===== src/rtl/i2cc_pkg.sv =====
package i2cc_pkg;
  localparam int DATA_W  = 32;
  localparam int DIV_W   = 8;
  localparam int BYTE_W  = 8;
  localparam int EVT_W   = 4;
  localparam int CTRL_W  = 8;
  localparam int BIT_RXIE = 6;
  localparam int BIT_TXIE = 7;
  localparam int BIT_SRST = 8;
  localparam logic [DIV_W-1:0] DIV_RESET = 8'hB9;

  typedef enum logic [1:0] {
    ADDR_CTRL = 2'd0,
    ADDR_HIGH = 2'd1,
    ADDR_LOW  = 2'd2,
    ADDR_STAT = 2'd3
  } reg_addr_e;
endpackage


===== src/rtl/i2cc_fifo.sv =====
module i2cc_fifo #(
  parameter int WIDTH = 8,
  parameter int DEPTH = 4
) (
  input  logic             clk,
  input  logic             rst_n,
  input  logic             flush,
  input  logic             in_valid,
  output logic             in_ready,
  input  logic [WIDTH-1:0] in_data,
  output logic             out_valid,
  input  logic             out_ready,
  output logic [WIDTH-1:0] out_data,
  output logic             full,
  output logic             empty
);
  localparam int AW = (DEPTH > 1) ? $clog2(DEPTH) : 1;
  localparam int CW = $clog2(DEPTH + 1);
  localparam logic [AW-1:0] LAST = AW'(DEPTH - 1);

  logic [WIDTH-1:0] mem [DEPTH];
  logic [AW-1:0]    wr_ptr, rd_ptr;
  logic [CW-1:0]    count;
  logic             push, pop;

  assign full      = (count == CW'(DEPTH));
  assign empty     = (count == '0);
  assign in_ready  = !full && !flush;
  assign out_valid = !empty && !flush;
  assign out_data  = mem[rd_ptr];
  assign push      = in_valid && in_ready;
  assign pop       = out_valid && out_ready;

  always_ff @(posedge clk) begin
    if (push) mem[wr_ptr] <= in_data;
  end

  always_ff @(posedge clk or negedge rst_n) begin
    if (!rst_n) begin
      wr_ptr <= '0;
      rd_ptr <= '0;
      count  <= '0;
    end else if (flush) begin
      wr_ptr <= '0;
      rd_ptr <= '0;
      count  <= '0;
    end else begin
      if (push) wr_ptr <= (wr_ptr == LAST) ? '0 : wr_ptr + 1'b1;
      if (pop)  rd_ptr <= (rd_ptr == LAST) ? '0 : rd_ptr + 1'b1;
      count <= count + CW'(push) - CW'(pop);
    end
  end
endmodule


===== src/rtl/i2cc_scl_gen.sv =====
module i2cc_scl_gen #(
  parameter int              CW      = 8,
  parameter logic [CW-1:0]   RST_DIV = 8'hB9
) (
  input  logic          clk,
  input  logic          rst_n,
  input  logic          restart,
  input  logic [CW-1:0] hi_div,
  input  logic [CW-1:0] lo_div,
  output logic          scl
);
  logic [CW-1:0] remain;
  logic          scl_q;

  function automatic logic [CW-1:0] load_val(input logic [CW-1:0] v);
    return (v == '0) ? '0 : v - 1'b1;
  endfunction

  assign scl = scl_q;

  always_ff @(posedge clk or negedge rst_n) begin
    if (!rst_n) begin
      scl_q  <= 1'b1;
      remain <= load_val(RST_DIV);
    end else if (restart) begin
      scl_q  <= 1'b1;
      remain <= load_val(hi_div);
    end else if (remain == '0) begin
      scl_q  <= !scl_q;
      remain <= scl_q ? load_val(lo_div) : load_val(hi_div);
    end else begin
      remain <= remain - 1'b1;
    end
  end
endmodule


===== src/rtl/i2cc_regs.sv =====
module i2cc_regs
  import i2cc_pkg::*;
(
  input  logic              clk,
  input  logic              rst_n,
  input  logic              wr,
  input  logic [1:0]        addr,
  input  logic [DATA_W-1:0] wdata,
  output logic [DATA_W-1:0] rdata,
  input  logic [EVT_W-1:0]  evt,
  input  logic              rx_nonempty,
  input  logic              tx_notfull,
  output logic [DIV_W-1:0]  hi_div,
  output logic [DIV_W-1:0]  lo_div,
  output logic              rx_ie,
  output logic              tx_ie,
  output logic              srst,
  output logic              irq
);
  logic [CTRL_W-1:0] ctrl_q;
  logic [EVT_W-1:0]  sticky_q;
  logic              srst_q;
  reg_addr_e         sel;

  assign sel    = reg_addr_e'(addr);
  assign rx_ie  = ctrl_q[BIT_RXIE];
  assign tx_ie  = ctrl_q[BIT_TXIE];
  assign srst   = srst_q;
  assign irq    = (rx_ie && rx_nonempty) || (tx_ie && tx_notfull);

  always_ff @(posedge clk or negedge rst_n) begin
    if (!rst_n) begin
      ctrl_q   <= '0;
      srst_q   <= 1'b0;
      hi_div   <= DIV_RESET;
      lo_div   <= DIV_RESET;
      sticky_q <= '0;
    end else begin
      srst_q   <= 1'b0;
      sticky_q <= srst_q ? '0 : (sticky_q | evt);
      if (wr) begin
        case (sel)
          ADDR_CTRL: begin
            ctrl_q <= wdata[CTRL_W-1:0];
            srst_q <= wdata[BIT_SRST];
          end
          ADDR_HIGH: hi_div <= wdata[DIV_W-1:0];
          ADDR_LOW:  lo_div <= wdata[DIV_W-1:0];
          default: ;
        endcase
      end
    end
  end

  always_comb begin
    rdata = '0;
    case (sel)
      ADDR_CTRL: begin
        rdata[CTRL_W-1:0] = ctrl_q;
        rdata[BIT_SRST]   = srst_q;
      end
      ADDR_HIGH: rdata[DIV_W-1:0] = hi_div;
      ADDR_LOW:  rdata[DIV_W-1:0] = lo_div;
      default: begin
        rdata[EVT_W-1:0] = sticky_q;
        rdata[EVT_W]     = rx_nonempty;
        rdata[EVT_W+1]   = tx_notfull;
      end
    endcase
  end
endmodule


===== src/rtl/i2c_ctl_core.sv =====
module i2c_ctl_core
  import i2cc_pkg::*;
#(
  parameter int FIFO_DEPTH = 4
) (
  input  logic              clk,
  input  logic              rst_n,
  input  logic              reg_wr,
  input  logic [1:0]        reg_addr,
  input  logic [DATA_W-1:0] reg_wdata,
  output logic [DATA_W-1:0] reg_rdata,
  input  logic              host_tx_valid,
  output logic              host_tx_ready,
  input  logic [BYTE_W-1:0] host_tx_data,
  output logic              eng_tx_valid,
  input  logic              eng_tx_ready,
  output logic [BYTE_W-1:0] eng_tx_data,
  input  logic              eng_rx_valid,
  output logic              eng_rx_ready,
  input  logic [BYTE_W-1:0] eng_rx_data,
  output logic              host_rx_valid,
  input  logic              host_rx_ready,
  output logic [BYTE_W-1:0] host_rx_data,
  input  logic [EVT_W-1:0]  eng_evt,
  output logic              irq,
  output logic              scl
);
  logic             srst_pulse;
  logic             rx_ie, tx_ie;
  logic             tx_full, tx_empty, rx_full, rx_empty;
  logic [DIV_W-1:0] hi_div, lo_div;

  i2cc_regs u_regs (
    .clk         (clk),
    .rst_n       (rst_n),
    .wr          (reg_wr),
    .addr        (reg_addr),
    .wdata       (reg_wdata),
    .rdata       (reg_rdata),
    .evt         (eng_evt),
    .rx_nonempty (!rx_empty),
    .tx_notfull  (!tx_full),
    .hi_div      (hi_div),
    .lo_div      (lo_div),
    .rx_ie       (rx_ie),
    .tx_ie       (tx_ie),
    .srst        (srst_pulse),
    .irq         (irq)
  );

  i2cc_fifo #(.WIDTH(BYTE_W), .DEPTH(FIFO_DEPTH)) u_tx_fifo (
    .clk       (clk),
    .rst_n     (rst_n),
    .flush     (srst_pulse),
    .in_valid  (host_tx_valid),
    .in_ready  (host_tx_ready),
    .in_data   (host_tx_data),
    .out_valid (eng_tx_valid),
    .out_ready (eng_tx_ready),
    .out_data  (eng_tx_data),
    .full      (tx_full),
    .empty     (tx_empty)
  );

  i2cc_fifo #(.WIDTH(BYTE_W), .DEPTH(FIFO_DEPTH)) u_rx_fifo (
    .clk       (clk),
    .rst_n     (rst_n),
    .flush     (srst_pulse),
    .in_valid  (eng_rx_valid),
    .in_ready  (eng_rx_ready),
    .in_data   (eng_rx_data),
    .out_valid (host_rx_valid),
    .out_ready (host_rx_ready),
    .out_data  (host_rx_data),
    .full      (rx_full),
    .empty     (rx_empty)
  );

  i2cc_scl_gen #(.CW(DIV_W), .RST_DIV(DIV_RESET)) u_scl (
    .clk     (clk),
    .rst_n   (rst_n),
    .restart (srst_pulse),
    .hi_div  (hi_div),
    .lo_div  (lo_div),
    .scl     (scl)
  );
endmodule


===== config.mk =====
export PLATFORM = sky130hd
export DESIGN_NAME = i2c_ctl_core
export DESIGN_NICKNAME = d
export VERILOG_FILES = /design/src/rtl/i2cc_pkg.sv /design/src/rtl/i2cc_fifo.sv /design/src/rtl/i2cc_scl_gen.sv /design/src/rtl/i2cc_regs.sv /design/src/rtl/i2c_ctl_core.sv
export SDC_FILE = /design/constraint.sdc
export NUM_CORES = 1
export LEC_CHECK = 0
export BUFFER_PORTS_ARGS = -buffer_cell sky130_fd_sc_hd__buf_2
export CORE_UTILIZATION = 55
export DETAILED_ROUTE_END_ITERATION = 8
export GPL_TIMING_DRIVEN = 0
export PLACE_DENSITY_LB_ADDON = 0.1
export SETUP_SLACK_MARGIN = 0.5
export SLEW_MARGIN = 20
export SYNTH_ARGS = -nofsm -noshare
export SYNTH_HDL_FRONTEND = slang
export SYNTH_SLANG_ARGS = --single-unit

===== constraint.sdc =====
create_clock -name clk -period 4.4 [get_ports clk]
set_input_delay 0.22 -clock clk [delete_from_list [all_inputs] [get_ports clk]]
set_output_delay 0.22 -clock clk [all_outputs]
set_load 0.05 [all_outputs]

# Yosys cells after proc, flatten, opt, wreduce, memory -nomap -nowiden
# Memories as Yosys holds them, arrays and structs flattened.
# Cells that the tools add are included.
[totals] reg_bits=52 ramBits=64 input_bits=61 out_inout_bits=54 elab_cells=97 n_memories=2
[classes] addsub=11 eq_ne=8 n_mux=31 bitwise_logic=1 n_reduce_logical=31
[mem_list] memory="u_rx_fifo.mem" words=4 word_bits=8 read_ports=1 rd_ports_with_merged_regs=0 wr=1 line_no="i2cc_fifo.sv:21" text="logic [WIDTH-1:0] mem [DEPTH];"
[mem_list] memory="u_tx_fifo.mem" words=4 word_bits=8 read_ports=1 rd_ports_with_merged_regs=0 wr=1 line_no="i2cc_fifo.sv:21"
[op_table] op="$mux 8" count=5
[op_table] op="$logic_not 8->1" count=3
[op_table] op="$mux 2" count=12
[op_table] op="$sub 8x1->8 const B" count=3
[op_table] op="$pmux 6 s3" count=1
[op_table] op="$eq 2x2->1 const B" count=5
[op_table] op="$logic_and 1x1->1" count=10
[op_table] op="$reduce_bool 2->1" count=5
[op_table] op="$mux 1" count=9
[op_table] op="$add 2x1->2 const B" count=4
[op_table] op="$add 3x1->3" count=2
[op_table] op="$eq 3x3->1 const B" count=2
[op_table] op="$logic_not 1->1" count=6
[op_table] op="$logic_not 3->1" count=2
[op_table] op="$mux 3" count=2
[op_table] op="$pmux 2 s3" count=1
[op_table] op="$reduce_and 2->1" count=3
[op_table] op="$sub 3x1->3" count=2
[op_table] op="$mux 4" count=1
[op_table] op="$or 4x4->4" count=1
[op_table] op="$eq 2x1->1 const B" count=1
[op_table] op="$logic_not 2->1" count=1
[op_table] op="$logic_or 1x1->1" count=1

# Depth between registers and ports, before layout
[logic_depth] word_depth=7 ltp_mapped=11 depth_no_buf=11

# Hierarchy
# From an unflattened synthesis, not the netlist that was laid out.
[hier_totals] cells_unflattened=387 hier_area_um2=5761.8
[by_module_without_submodules] module="i2cc_fifo" instances=2 cells_per_inst=88 area_each_um2=1674.1 seq_area_each_um2=1136.1
[by_module_without_submodules] module="i2cc_regs" instances=1 cells_per_inst=104 area_each_um2=1493.9 seq_area_each_um2=738.2
[by_module_without_submodules] module="i2cc_scl_gen" instances=1 cells_per_inst=105 area_each_um2=912.1 seq_area_each_um2=231.5
[by_module_without_submodules] module="i2c_ctl_core" instances=1 cells_per_inst=2 area_each_um2=7.5 seq_area_each_um2=0.0

# Least setup slack after synthesis
# OpenSTA, ideal clock, no wires.
[synth_path] path_type="flip-flop to flip-flop" start="register u_rx_fifo.count[1]" end="register u_rx_fifo.count[2]" setup_ns=0.132 arrival_ns=2.718 required_time_ns=4.268 slack_ns=1.550 path_stages_with_launch=12 n_path_buf=0 synth_period_minus_slack_ns=2.850 cell_sequence="dfrtp_1 -> or3_1 -> nor2b_1 -> and2_1 -> ha_1 -> inv_1 -> ha_1 -> inv_1 -> fa_1 -> xor2_1 -> xnor2_1 -> nor2_1"
[synth_between] elab_cells_between_ends=11 cone_classes="2 x add/sub; 1 x eq/ne; 1 x mux; 7 x reduce/logical"
[synth_rtl] element="start, declared" line_no="i2cc_fifo.sv:23" text="logic [CW-1:0] count;"
[synth_rtl] element="start signal, assigned" line_no="i2cc_fifo.sv:50" text="count <= count + CW'(push) - CW'(pop);"
[synth_rtl] element="$logic_not 3->1" line_no="i2cc_fifo.sv:27" text="assign empty = (count == '0);"
[synth_rtl] element="$logic_not 1->1" line_no="i2cc_fifo.sv:29" text="assign out_valid = !empty && !flush;"
[synth_rtl] element="$logic_and 1x1->1" line_no="i2cc_fifo.sv:29"
[synth_rtl] element="net host_rx_valid" line_no="i2c_ctl_core.sv:21" text="output logic host_rx_valid,"
[synth_rtl] element="$logic_and 1x1->1" line_no="i2cc_fifo.sv:32" text="assign pop = out_valid && out_ready;"
[synth_rtl] element="$sub 3x1->3" line_no="i2cc_fifo.sv:50"
[synth_rtl] element="$mux 3" line_no="i2cc_fifo.sv:43" text="end else if (flush) begin"
# The timed path passes the listed nets, and every way through them passes these cells.
# A chain may end at the register's enable or synchronous reset.

# Final worst setup path
[layout_path] start="register u_rx_fifo.count[1]" end="register u_rx_fifo.count[2]"
[layout_between] elab_chain_len=7 elab_cells_between_ends=11 cone_classes="2 x add/sub; 1 x eq/ne; 1 x mux; 7 x reduce/logical"
[layout_rtl] element="$eq 3x3->1" line_no="i2cc_fifo.sv:26" text="assign full = (count == CW'(DEPTH));"
[layout_rtl] element="$logic_not 1->1" line_no="i2cc_fifo.sv:28" text="assign in_ready = !full && !flush;"
[layout_rtl] element="$logic_and 1x1->1" line_no="i2cc_fifo.sv:28"
[layout_rtl] element="$logic_and 1x1->1" line_no="i2cc_fifo.sv:31" text="assign push = in_valid && in_ready;"
[layout_rtl] element="$add 3x1->3" line_no="i2cc_fifo.sv:50"
[layout_rtl] element="$sub 3x1->3 (*)" line_no="i2cc_fifo.sv:50"
[layout_rtl] element="$mux 3 (*)" line_no="i2cc_fifo.sv:43"
# Every way passes the cells marked *; elsewhere a longest branch is shown, timed or not.

==> results_dict.tcl <==
set metrics [dict create \
    status "completed" \
    post-route-util_pct 71.78 \
    fin_skew_ns 0.006073 \
    die_y_um 103.0 \
    wl_mm 10.77 \
    syn-cell-area_um2 5608 \
    nets 616 \
    p_sw_mw 1.779 \
    max_freq_ghz 0.3719 \
    wl_per_cell_um 15.87 \
    synth-main-ff-cell "edfxtp_1" \
    drtIter0Drc 137 \
    boundaryPins 115 \
    fin_cells 679 \
    maxSlewHeadroom_pct 34.34 \
    path_clk_slew_ns 0.06 \
    post-route-period-util_pct 61.11 \
    worstPathRequired_ns 4.77 \
    cts-htree-levels 4 \
    layout_common_cells "68 x buf_2, 64 x edfxtp_1, 37 x dfrtp_1" \
    power.leakage_nw 2.903 \
    critPathLaunch "u_rx_fifo.count[1]$_DFF_PN0_" \
    hp-start "reg_addr[0]" \
    coreArea_um2 9819 \
    final_antenna_net_count 0 \
    async_flop_share_pct 44.83 \
    antenna_found_initial 0 \
    dpl.cell_count 617 \
    slowest_delay_ns 0.46 \
    drv_slew 0 \
    crit_path_cell_trace "or3_1 > nor2b_1 > and2_1 > ha_1 > inv_1 > ha_1 > inv_1 > fa_1 > xor2_1 > xnor2_1 > nor2_1" \
    area_growth_pct 25.68 \
    ys_warn_count 0 \
    finalWorstSetupSlack_ns 1.711 \
    maxCapViolCount 0 \
    finalPower_mw 4.626 \
    dr.pass1.iters 4 \
    vias_per_cell 5.186 \
    dp_hpwl_mm 7.360 \
    die_area_um2 10600 \
    grt.total_usage_pct 22.01 \
    synth_cell_types 52 \
    cts_tree "yes" \
    initial_core_util_pct 57.11 \
    rsz0062_at_grt "no" \
    layout_commonest_cell "buf_2" \
    ys_seq_area_share_pct 57.81 \
    path_buf_inv 2 \
    worstPathMaxFanout 4 \
    numCtsBuffers 17 \
    vdd_drop_max_uv 310.3 \
    start_kind "flop" \
    dp_slack_ns 1.705 \
    nFillCells 708 \
    hold_viol_final 0 \
    postPlaceCellArea_um2 6200 \
    period_needed_ns 2.689 \
    yosys.area.top_type "edfxtp_1" \
    ys_ff_latch 116 \
    worst_ep_arrival_time_ns 3.06 \
    cp_top_family "simple AND/OR/NAND/NOR gates" \
    overflow 0 \
    io_buffers 68 \
    hold_class "in -> reg" \
    grt_pass1_wl_mm 16.86 \
    die_w_um 103.0 \
    tightest_slew_ns 0.9760 \
    final_area_um2 7048 \
    grt_max_degree 53 \
    rows 36 \
    p_clk_share_pct 27.0 \
    p_int_mw 2.847 \
    worstSetupEndpointType "flop" \
    netlist_instances 394 \
    clk_latency_ns 0.51 \
    cts_resized 0 \
    yosysTopAreaCellShare_pct 34.27 \
    finalSetupTns_ns 0 \
    powerDensity_nw_per_um2 656.3 \
    num_antenna_cells 0 \
    finalSetupViolCount 0 \
    reg2reg_from "u_rx_fifo.count[1]$_DFF_PN0_" \
    avgSynthCellArea_um2 14.23 \
    routabilityCongestion 0.8064 \
    post_cts_buffers 0 \
    crit_type "reg -> reg" \
    clockBufferDepth 2 \
    p_seq_share_pct 35.4 \
    cts-root-buf "clkbuf_8" \
    ctsHoldBuffers 30 \
    synth-edff-count 64 \
    sw_frac_of_total_pct 38.45 \
    holdWs_ns 0.1440 \
    slowest_stage "or3_1" \
    vias 3521 \
    clock_sinks 116 \
    p_comb_share_pct 37.6 \
    synth_area_leaders "edfxtp_1 34%, dfrtp_1 17%, mux4_2 8.4%" \
    grt_pass1_vias 3420 \
    drive_gt1_share_pct 35.53 \
    drc 0 \
]
-- power groups by stage --
| stage | Clock, mW | Sequential (mW) | Combinational (mW) |
|---|---|---|---|
| 2_1_floorplan | 0 | 1.61 | 1.38 |
| 3_3_place_gp | 0 | 1.64 | 1.69 |
| 3_5_place_dp | 0 | 1.66 | 1.73 |
| 4_1_cts | 1.26 | 1.64 | 1.76 |
| 5_1_grt | 1.32 | 1.67 | 1.91 |
| 6_report | 1.25 | 1.64 | 1.74 |
-- kinds of logic (layout without fill, tap and decap cells) --
family                     Yosys count  in the layout  synth area share [%]
DFF                                116            116                 57.81
and+or+nand+nor                     94             94                 9.014
buffers and inverters               57            187                 5.645
muxes                               54             54                 15.24
AOI/OAI and AO/OA                   36             36                 4.864
adders and majority gates           22             22                 5.176
xor gates and xnor gates            14             14                 2.187
other                                1             23               0.06687
-- worst min-delay path, delay by kind of cell --
family / cells / cell delay [ns]
buffers and inverters: 1 / 0.10
AND/OR/NAND/NOR: 2 / 0.29
-- area by class of cell --
| cell class | count | area (um^2) | share of cell area [%] |
|---|---|---|---|
| inverters | 22 | 82.58 | 1.172 |
| plain buffers | 35 | 234.0 | 3.320 |
| flip-flops and latches | 116 | 3242 | 46.00 |
| well taps | 133 | 166.4 | 2.361 |
| clock buffers | 18 | 417.9 | 5.929 |
| repair buffers | 98 | 643.1 | 9.125 |
| multi-input cells | 243 | 2132 | 30.25 |
| clock inverters | 14 | 130.1 | 1.846 |
-- Yosys cell counts (all sizes together), types with 5 or more instances --
master / instances
nand2: 16
mux2: 28
xor2: 8
dfrtp: 37
and2: 12
o31ai: 6
xnor2: 6
inv: 22
edfxtp: 64
clkbuf: 5
ha: 20
nor2: 28
mux4: 22
buf: 30
nor3b: 8
dfstp: 15
nor2b: 8
-- final timing paths --
path                       slack [ns]  cells after the start                              end
max                              1.71                     11     u_rx_fifo.count[2]$_DFF_PN0_
min                              0.14                      3            u_regs.srst$_DFF_PN0_
max reg2reg                      1.71                     11     u_rx_fifo.count[2]$_DFF_PN0_
min reg2reg                      0.50                      2     u_regs.sticky_q[3]$_DFF_PN0_
max in group asynchronous        3.66                      2  u_tx_fifo.rd_ptr[1]$_DFFE_PN0P_
min in group asynchronous        0.28                      2     u_regs.lo_div[1]$_DFFE_PN0P_
-- state kept, by name (all words and copies together), names as in the netlist --
name	flops
u_scl.scl	1
u_rx_fifo.mem	32
u_tx_fifo.count	3
u_rx_fifo.count	3
u_rx_fifo.wr_ptr	2
u_tx_fifo.rd_ptr	2
u_tx_fifo.mem	32
u_rx_fifo.rd_ptr	2
u_regs.hi_div	8
u_scl.remain	8
u_tx_fifo.wr_ptr	2
u_regs.ctrl_q	8
u_regs.sticky_q	4
u_regs.srst	1
u_regs.lo_div	8
-- metal layers --
metal | up-vias | GRT usage [%] | wire length [um]
li1 | 1692 | - | -
met1 | 1723 | 28.09 | 4673
met2 | 92 | 36.92 | 5509
met3 | 14 | 5.492 | 444
met4 | 0 | 7.476 | 146
met5 | - | 0 | 0
Note: power is estimated with default switching activity, not from simulation.
